--- config.mk ---
export PLATFORM = sky130hd
export DESIGN_NAME = col_override
export DESIGN_NICKNAME = d
export VERILOG_FILES = /design/src/rtl/colovr_pkg.sv /design/src/rtl/colovr_pattern.sv /design/src/rtl/colovr_select.sv /design/src/rtl/colovr_hold.sv /design/src/rtl/col_override.sv
export SDC_FILE = /design/constraint.sdc
export NUM_CORES = 1
export LEC_CHECK = 0
export BUFFER_PORTS_ARGS = -buffer_cell sky130_fd_sc_hd__buf_2
export CAP_MARGIN = 10
export CELL_PAD_IN_SITES_DETAIL_PLACEMENT = 0
export CELL_PAD_IN_SITES_GLOBAL_PLACEMENT = 1
export CORE_MARGIN = 10
export CORE_UTILIZATION = 32
export CTS_CLUSTER_SIZE = 10
export DETAILED_ROUTE_END_ITERATION = 10
export PLACE_DENSITY = 0.88
export RECOVER_POWER = 100
export SLEW_MARGIN = 15
export SYNTH_ARGS = -nofsm -noshare
export SYNTH_HDL_FRONTEND = slang
export SYNTH_SLANG_ARGS = --single-unit
--- constraint.sdc ---
create_clock -name clk_i -period 0.8 [get_ports clk_i]
set_input_delay 0.08 -clock clk_i [delete_from_list [all_inputs] [get_ports clk_i]]
set_output_delay 0.08 -clock clk_i [all_outputs]
set_load 0.01 [all_outputs]
--- src/rtl/colovr_pkg.sv ---
package colovr_pkg;
  typedef enum logic [2:0] {
    SRC_OFF  = 3'd0,
    SRC_ON   = 3'd1,
    SRC_CHK  = 3'd2,
    SRC_ICHK = 3'd3,
    SRC_DATA = 3'd4
  } col_src_e;
endpackage

--- src/rtl/colovr_pattern.sv ---
module colovr_pattern #(
  parameter int NUM_COLS = 116,
  parameter int ROW_W    = 5
) (
  input  logic [ROW_W-1:0]    row_idx_i,
  output logic [NUM_COLS-1:0] chk_o
);
  // pixel lit when row + column is even
  for (genvar c = 0; c < NUM_COLS; c++) begin : g_col
    assign chk_o[c] = ((row_idx_i + ROW_W'(c)) & ROW_W'(1)) == '0;
  end
endmodule

--- src/rtl/colovr_select.sv ---
module colovr_select
  import colovr_pkg::*;
#(
  parameter int NUM_COLS = 116
) (
  input  logic [NUM_COLS-1:0] mem_word_i,
  input  logic [NUM_COLS-1:0] chk_i,
  input  logic                blank_i,
  input  logic                set_i,
  input  logic                checker_i,
  input  logic                inv_checker_i,
  input  logic                video_inv_i,
  output logic [NUM_COLS-1:0] cols_o
);
  col_src_e src;

  always_comb begin
    if (blank_i)            src = SRC_OFF;
    else if (set_i)         src = SRC_ON;
    else if (checker_i)     src = SRC_CHK;
    else if (inv_checker_i) src = SRC_ICHK;
    else                    src = SRC_DATA;
  end

  always_comb begin
    unique case (src)
      SRC_OFF:  cols_o = '0;
      SRC_ON:   cols_o = '1;
      SRC_CHK:  cols_o = chk_i;
      SRC_ICHK: cols_o = ~chk_i;
      default:  cols_o = video_inv_i ? ~mem_word_i : mem_word_i;
    endcase
  end
endmodule

--- src/rtl/colovr_hold.sv ---
module colovr_hold #(
  parameter int NUM_COLS = 116
) (
  input  logic                clk_i,
  input  logic                rst_ni,
  input  logic                ground_i,
  input  logic                load_i,
  input  logic [NUM_COLS-1:0] d_i,
  output logic [NUM_COLS-1:0] q_o
);
  always_ff @(posedge clk_i or negedge rst_ni) begin
    if (!rst_ni)       q_o <= '0;
    else if (ground_i) q_o <= '0;
    else if (load_i)   q_o <= d_i;
  end
endmodule

--- src/rtl/col_override.sv ---
module col_override #(
  parameter int NUM_COLS = 116,
  parameter int ROW_W    = 5
) (
  input  logic                clk_i,
  input  logic                rst_ni,
  input  logic                row_strobe_i,
  input  logic [ROW_W-1:0]    row_idx_i,
  input  logic [NUM_COLS-1:0] mem_word_i,
  input  logic                blank_i,
  input  logic                set_i,
  input  logic                sleep_cmd_i,
  input  logic                sleep_init_i,
  input  logic                checker_i,
  input  logic                inv_checker_i,
  input  logic                video_inv_i,
  output logic [NUM_COLS-1:0] cols_o
);
  logic [NUM_COLS-1:0] chk;
  logic [NUM_COLS-1:0] next_cols;
  logic                ground;

  assign ground = sleep_cmd_i | sleep_init_i;

  colovr_pattern #(.NUM_COLS(NUM_COLS), .ROW_W(ROW_W)) u_pattern (
    .row_idx_i (row_idx_i),
    .chk_o     (chk)
  );

  colovr_select #(.NUM_COLS(NUM_COLS)) u_select (
    .mem_word_i    (mem_word_i),
    .chk_i         (chk),
    .blank_i       (blank_i),
    .set_i         (set_i),
    .checker_i     (checker_i),
    .inv_checker_i (inv_checker_i),
    .video_inv_i   (video_inv_i),
    .cols_o        (next_cols)
  );

  colovr_hold #(.NUM_COLS(NUM_COLS)) u_hold (
    .clk_i    (clk_i),
    .rst_ni   (rst_ni),
    .ground_i (ground),
    .load_i   (row_strobe_i),
    .d_i      (next_cols),
    .q_o      (cols_o)
  );
endmodule

==> run summary, run 1 <==
R2R cell count: 3
Final TNS setup: -67.73 ns
Final WS setup: -0.432 ns
initial antenna violation count: 0
WP data required: 1.14 ns
Placed Instances: 993
Die X: 153 um
CP Data Arrival Time: 1.57 ns
Clk Latency, worst-skew pair: 0.40 ns
Initial Util: 32.8%
# fillers: 1470
# rows: 48
post-placement cell area: 0.00755 mm^2
Worst setup EP type: register
DRC Markers: 0
clk sink count: 116
Largest register FFs: 116
Hold WC Path Type: in -> reg
port buffer count: 242
DR iter-0 viols: 267
HPWL after detailed placement: 13500 um
Yosys cell types: 17
CORE AREA: 0.0174 mm^2
minimum clock period: 1.23 ns
Mapped Nets: 653
Vias/cell: 4.77
nets@finish: 1053
Layout area overhead: 71.8%
global-route wire length before repair: 31700 um
fin. max-slew vios: 0
clk slew on worst S/H paths: 0.06 ns
io pins: 247
Slew HR: 65.4%
non-filler cells, final: 1160
CTS Root Cell: clkbuf_16
Antenna Violating Nets Remaining: 0
most flop-heavy register: u_hold.q_o
final wirelength: 21600 um
worst r2r src: u_hold.q_o[9]
DR WL/cell: 18.6 um
RSZ-0062 raised after global routing: true
r2r endpoint: u_hold.q_o[9]
final core occ: 56.4%
CTS tree: done
reg-to-reg slack, setup: -0.17 ns
H-tree levels: 4
GPL Wtd Cong: 0.789
hold violation count in the final report: 0
First-pass DRT Iterations: 4
hold endpoint: u_hold.q_o[72]
Ys Warns: 0
flops & latches, synth: 116
Avg Cell Area, Syn: 10.9 um^2
register area share after synthesis: 51.0%
chip height: 153 um
share of layout cells above drive strength 1: 46.7%
crit path kind: in -> reg
worst hold path cell count: 4
Total GRT Usage: 16.8%
Pwr Density: 1670 mW/mm^2
largest registers: u_hold.q_o (116)
Netlist Area Pre-Place: 0.00569 mm^2
Max-cap violations: 0
full die area: 0.0235 mm^2
worst-path fanout max: 7
largest net degree at the start of global routing: 42
outcome: finished, violations left
CTS Buf Count: 17
Lkg Pwr: 4.81 nW
placement-stage worst setup slack: -0.831 ns
cells after synthesis: 522
Worst Skew: 0 ns
Critical Path Source Type: primary input
Slew @ Worst Pin: 0.512 ns
via count: 5529
clock tree buffer depth: 2
failing checks: setup timing
worst hold start: mem_word_i[72]
GR Overflow Total: 0
vias in the first global route: 5725
VDD IR max: 1220 uV
Period Utilization, post-route: 154%
ant diodes: 0
final instance area: 0.00978 mm^2
fmax: 0.812 GHz
final number of setup-violating endpoints: 232
[cells in the mapped netlist]
cell type	number	share of area, %
a22o_1	116	18
a311oi_2	2	0.53
buf_1	1	0.066
buf_2	19	1.7
buf_4	3	0.40
buf_6	3	0.59
clkbuf_1	23	1.5
dfrtp_1	116	51
inv_1	1	0.066
nand2_1	116	7.6
nor2_1	1	0.066
nor3_1	1	0.088
nor3b_1	1	0.13
nor4_2	1	0.22
nor4b_1	1	0.15
or4b_1	1	0.18
xnor2_1	116	18
[cell usage in the layout, fill, tap and decap left out, types with 5 or more instances in the layout]
cell / n
buf_16: 5
clkinvlp_4: 5
a22o_1: 116
dlygate4sd3_1: 29
nand2_1: 116
clkbuf_16: 20
buf_4: 129
dfrtp_1: 116
buf_2: 177
buf_12: 12
xnor2_1: 116
clkbuf_2: 5
buf_6: 66
[layer usage]
| metal | track usage, % | routed length (um) | vias to the layer above |
|---|---|---|---|
| li1 | - | - | 2590 |
| met1 | 21.1 | 9330 | 2676 |
| met2 | 25.2 | 9990 | 244 |
| met3 | 6.93 | 1970 | 19 |
| met4 | 6.21 | 282 | 0 |
| met5 | 0 | 0 | - |
[critical path, stage by stage]
cell and delay, ns:
buf_8 0.10, or4b_4 0.57, a311oi_4 0.28, buf_6 0.22, buf_16 0.16, a22o_1 0.15
[cell families (layout without fill, tap and decap cells)]
family	Yosys count	count (layout)	share of synthesized area, %
AND/OR/NAND/NOR	122	122	8.48
flip-flops	116	116	51.0
buffers and inverters	50	463	4.31
XOR/XNOR	116	116	17.8
AO/OA/AOI/OAI	118	118	18.4
[report_power, final]
part / switching, mW / total [mW] / internal (mW) / leakage, nW
combinational: 1.19 / 2.67 / 1.48 / 2.95
sequential: 0.123 / 6.17 / 6.05 / 1.59
clock: 2.80 / 7.45 / 4.64 / 0.271
[worst max-delay path by stage]
stage                 start         endpoint  slack (ns)  cells past startpoint
detailed placement  blank_i  u_hold.q_o[102]       -0.83                      5
global route        blank_i   u_hold.q_o[96]       -0.44                      6
global placement    blank_i   u_hold.q_o[60]       -0.80                      5
CTS                 blank_i  u_hold.q_o[102]       -0.38                      6
finish              blank_i  u_hold.q_o[104]       -0.43                      6
floorplan           blank_i   u_hold.q_o[51]       -0.58                      5
[metrics by stage]
step	hold WS [ns]	power [mW]
after floorplan	-0.216	7.31
after global placement	-0.0631	8.37
after detailed placement	-0.0616	8.39
after CTS	-0.0106	16.2
after global routing	0.00814	16.9
final	0.00261	16.3
[cell type report]
cell class / count / area [um^2] / share of cell area (%)
Tap cell: 225 / 282 / 2.88
Sequential cell: 116 / 2900 / 29.7
Clock inverter: 13 / 135 / 1.38
Inverter: 1 / 3.75 / 0.0384
Clock buffer: 19 / 443 / 4.53
Multi-Input combinational cell: 356 / 2590 / 26.5
Timing Repair Buffer: 430 / 3430 / 35.0
[what timing repair did]
item,CTS,global route
resized for setup,49,32
cloned,5,4
pin swaps,2,6
setup endpoints to repair,232,232
buffers inserted,62,35
hold buffers,29,0
hold endpoints to repair,173,0
Note: power is estimated with default switching activity, not from simulation.
==> inputs of run 2 (changes only) <==
SETUP_SLACK_MARGIN = 0.5   (was unset)
SKIP_LAST_GASP = 1   (was unset)
==> run summary, run 2 (synthesized netlist as in run 1, its figures left out) <==
Die X: 153 um (unchanged)
Pwr Density: 1700 mW/mm^2 (+2.3%)
Layout area overhead: 66.4%
final core occ: 54.6% (-1.8 points)
fin. max-slew vios: 0 (unchanged)
DR iter-0 viols: 256 (-4.1%)
H-tree levels: 4 (unchanged)
GR Overflow Total: 0 (unchanged)
Crit path top cell by count: buf_6
CP cell instances: buf_6, or4b_4, a311oi_4, buf_6, clkbuf_16, a22o_1
Total GRT Usage: 16.5% (-0.32 points)
total power: 16.1 mW (-0.95%)
GPL Wtd Cong: 0.789 (unchanged)
full die area: 0.0235 mm^2 (unchanged)
Slew @ Worst Pin: 0.569 ns (+0.0565 ns)
largest net degree at the start of global routing: 42 (unchanged)
hold violation count in the final report: 4 (+4)
port buffer count: 242 (unchanged)
share of layout cells above drive strength 1: 47.9% (+1.1 points)
CTS tree: done
commonest non-fill, non-tap cell in the layout: buf_2
Crit path max-delay family: simple AND/OR/NAND/NOR gates
HPWL after detailed placement: 13500 um (unchanged)
most frequent cells in the layout: 178 x buf_2, 130 x buf_4
clock tree buffer depth: 2 (unchanged)
Slowest cell on crit path: or4b_4
Max-cap violations: 0 (unchanged)
initial antenna violation count: 0 (unchanged)
crit path kind: in -> reg
minimum clock period: 1.22 ns (-0.0148 ns)
Slew HR: 62.1% (-3.3 points)
Fin Hold WS: -0.365 ns (-0.368 ns)
Worst Skew: 0 ns (unchanged)
DRC Markers: 0 (unchanged)
CTS Root Cell: clkbuf_16
VDD IR max: 1200 uV (-1.5%)
Hold WC Path Type: in -> async
# fillers: 1510 (+2.7%)
Final WS setup: -0.417 ns (+0.0148 ns)
First-pass DRT Iterations: 4 (unchanged)
failing checks: hold timing, setup timing
RSZ-0062 raised after global routing: true
nets@finish: 1025 (-2.7%)
Vias/cell: 4.77 (about the same)
post-placement cell area: 0.00755 mm^2 (unchanged)
Worst setup EP type: register
Final TNS setup: -67.32 ns (+0.415 ns)
CP peak stage delay: 0.57 ns (about the same)
WP data required: 1.15 ns (about the same)
via count: 5394 (-2.4%)
fmax: 0.822 GHz (+1.2%)
CP Data Arrival Time: 1.56 ns (about the same)
CORE AREA: 0.0174 mm^2 (unchanged)
Initial Util: 32.8% (unchanged)
Clk Latency, worst-skew pair: 0.40 ns (about the same)
worst-path fanout max: 7 (unchanged)
DR WL/cell: 18.6 um (about the same)
clk slew on worst S/H paths: 0.06 ns (about the same)
final instance area: 0.00948 mm^2 (-3.1%)
Critical Path Source Type: primary input
chip height: 153 um (unchanged)
outcome: finished, violations left
ant diodes: 0 (unchanged)
Lkg Pwr: 4.68 nW (-2.8%)
io pins: 247 (unchanged)
# rows: 48 (unchanged)
CTS Buf Count: 17 (unchanged)
vias in the first global route: 5565 (-2.8%)
largest registers: u_hold.q_o (116)
Antenna Violating Nets Remaining: 0 (unchanged)
Buffers & Inverters on Critical Path: 3 (unchanged)
final number of setup-violating endpoints: 232 (unchanged)
most flop-heavy register: u_hold.q_o
Period Utilization, post-route: 152% (-1.8 points)
final wirelength: 21000 um (-2.5%)
Largest register FFs: 116 (unchanged)
placement-stage worst setup slack: -0.831 ns (unchanged)
clk sink count: 116 (unchanged)
global-route wire length before repair: 31100 um (-2.0%)
## run 2: area by class of cell
class | instances | area [um^2] | area share, %
Timing Repair Buffer | 402 | 3120 | 32.9
Sequential cell | 116 | 2900 | 30.6
Multi-Input combinational cell | 356 | 2590 | 27.3
Clock buffer | 19 | 443 | 4.67
Tap cell | 225 | 282 | 2.97
Inverter | 1 | 3.75 | 0.0396
Clock inverter | 13 | 135 | 1.43
## run 2: per-stage QoR
step           std cells  hold WS [ns]
3_3_place_gp         993       -0.0631
4_1_cts             1092        -0.508
2_1_floorplan        522        -0.216
5_1_grt             1132        -0.356
3_5_place_dp         993       -0.0616
6_report            1132        -0.365
## run 2: repair_timing
action                     in CTS  in global routing
gates resized for setup        49                 31
hold endpoints to repair      173                116
setup endpoints to repair     232                232
buffers inserted               62                 36
pin swaps                       1                  4
gates cloned                    5                  4
## run 2: path summary, 6_finish.rpt
| kind | slack, ns | endpoint | cells past startpoint | from |
|---|---|---|---|---|
| max in group asynchronous | 0.13 | u_hold.q_o[44] | 2 | rst_ni |
| worst max register to register | -0.17 | u_hold.q_o[9] | 3 | u_hold.q_o[9] |
| min in group clk_i | 0 | u_hold.q_o[113] | 4 | mem_word_i[113] |
| worst max-delay path | -0.42 | u_hold.q_o[24] | 6 | blank_i |
| worst min register to register | 0.50 | u_hold.q_o[104] | 1 | u_hold.q_o[104] |
| worst min-delay path | -0.37 | u_hold.q_o[51] | 1 | rst_ni |
## run 2: power breakdown
| group | internal [mW] | switching, mW | leakage (nW) |
|---|---|---|---|
| logic | 1.37 | 1.16 | 2.81 |
| clock network | 4.64 | 2.79 | 0.271 |
| registers | 6.05 | 0.120 | 1.59 |
## run 2: per-layer routing
metal	track usage (%)	part of all wire, %	vias up	routed length (um)
met5	0	0	-	0
met4	5.67	0.89	0	187
met3	6.82	9.8	12	2070
met1	21.0	43	2606	9050
li1	-	-	2535	-
met2	24.6	46	241	9740
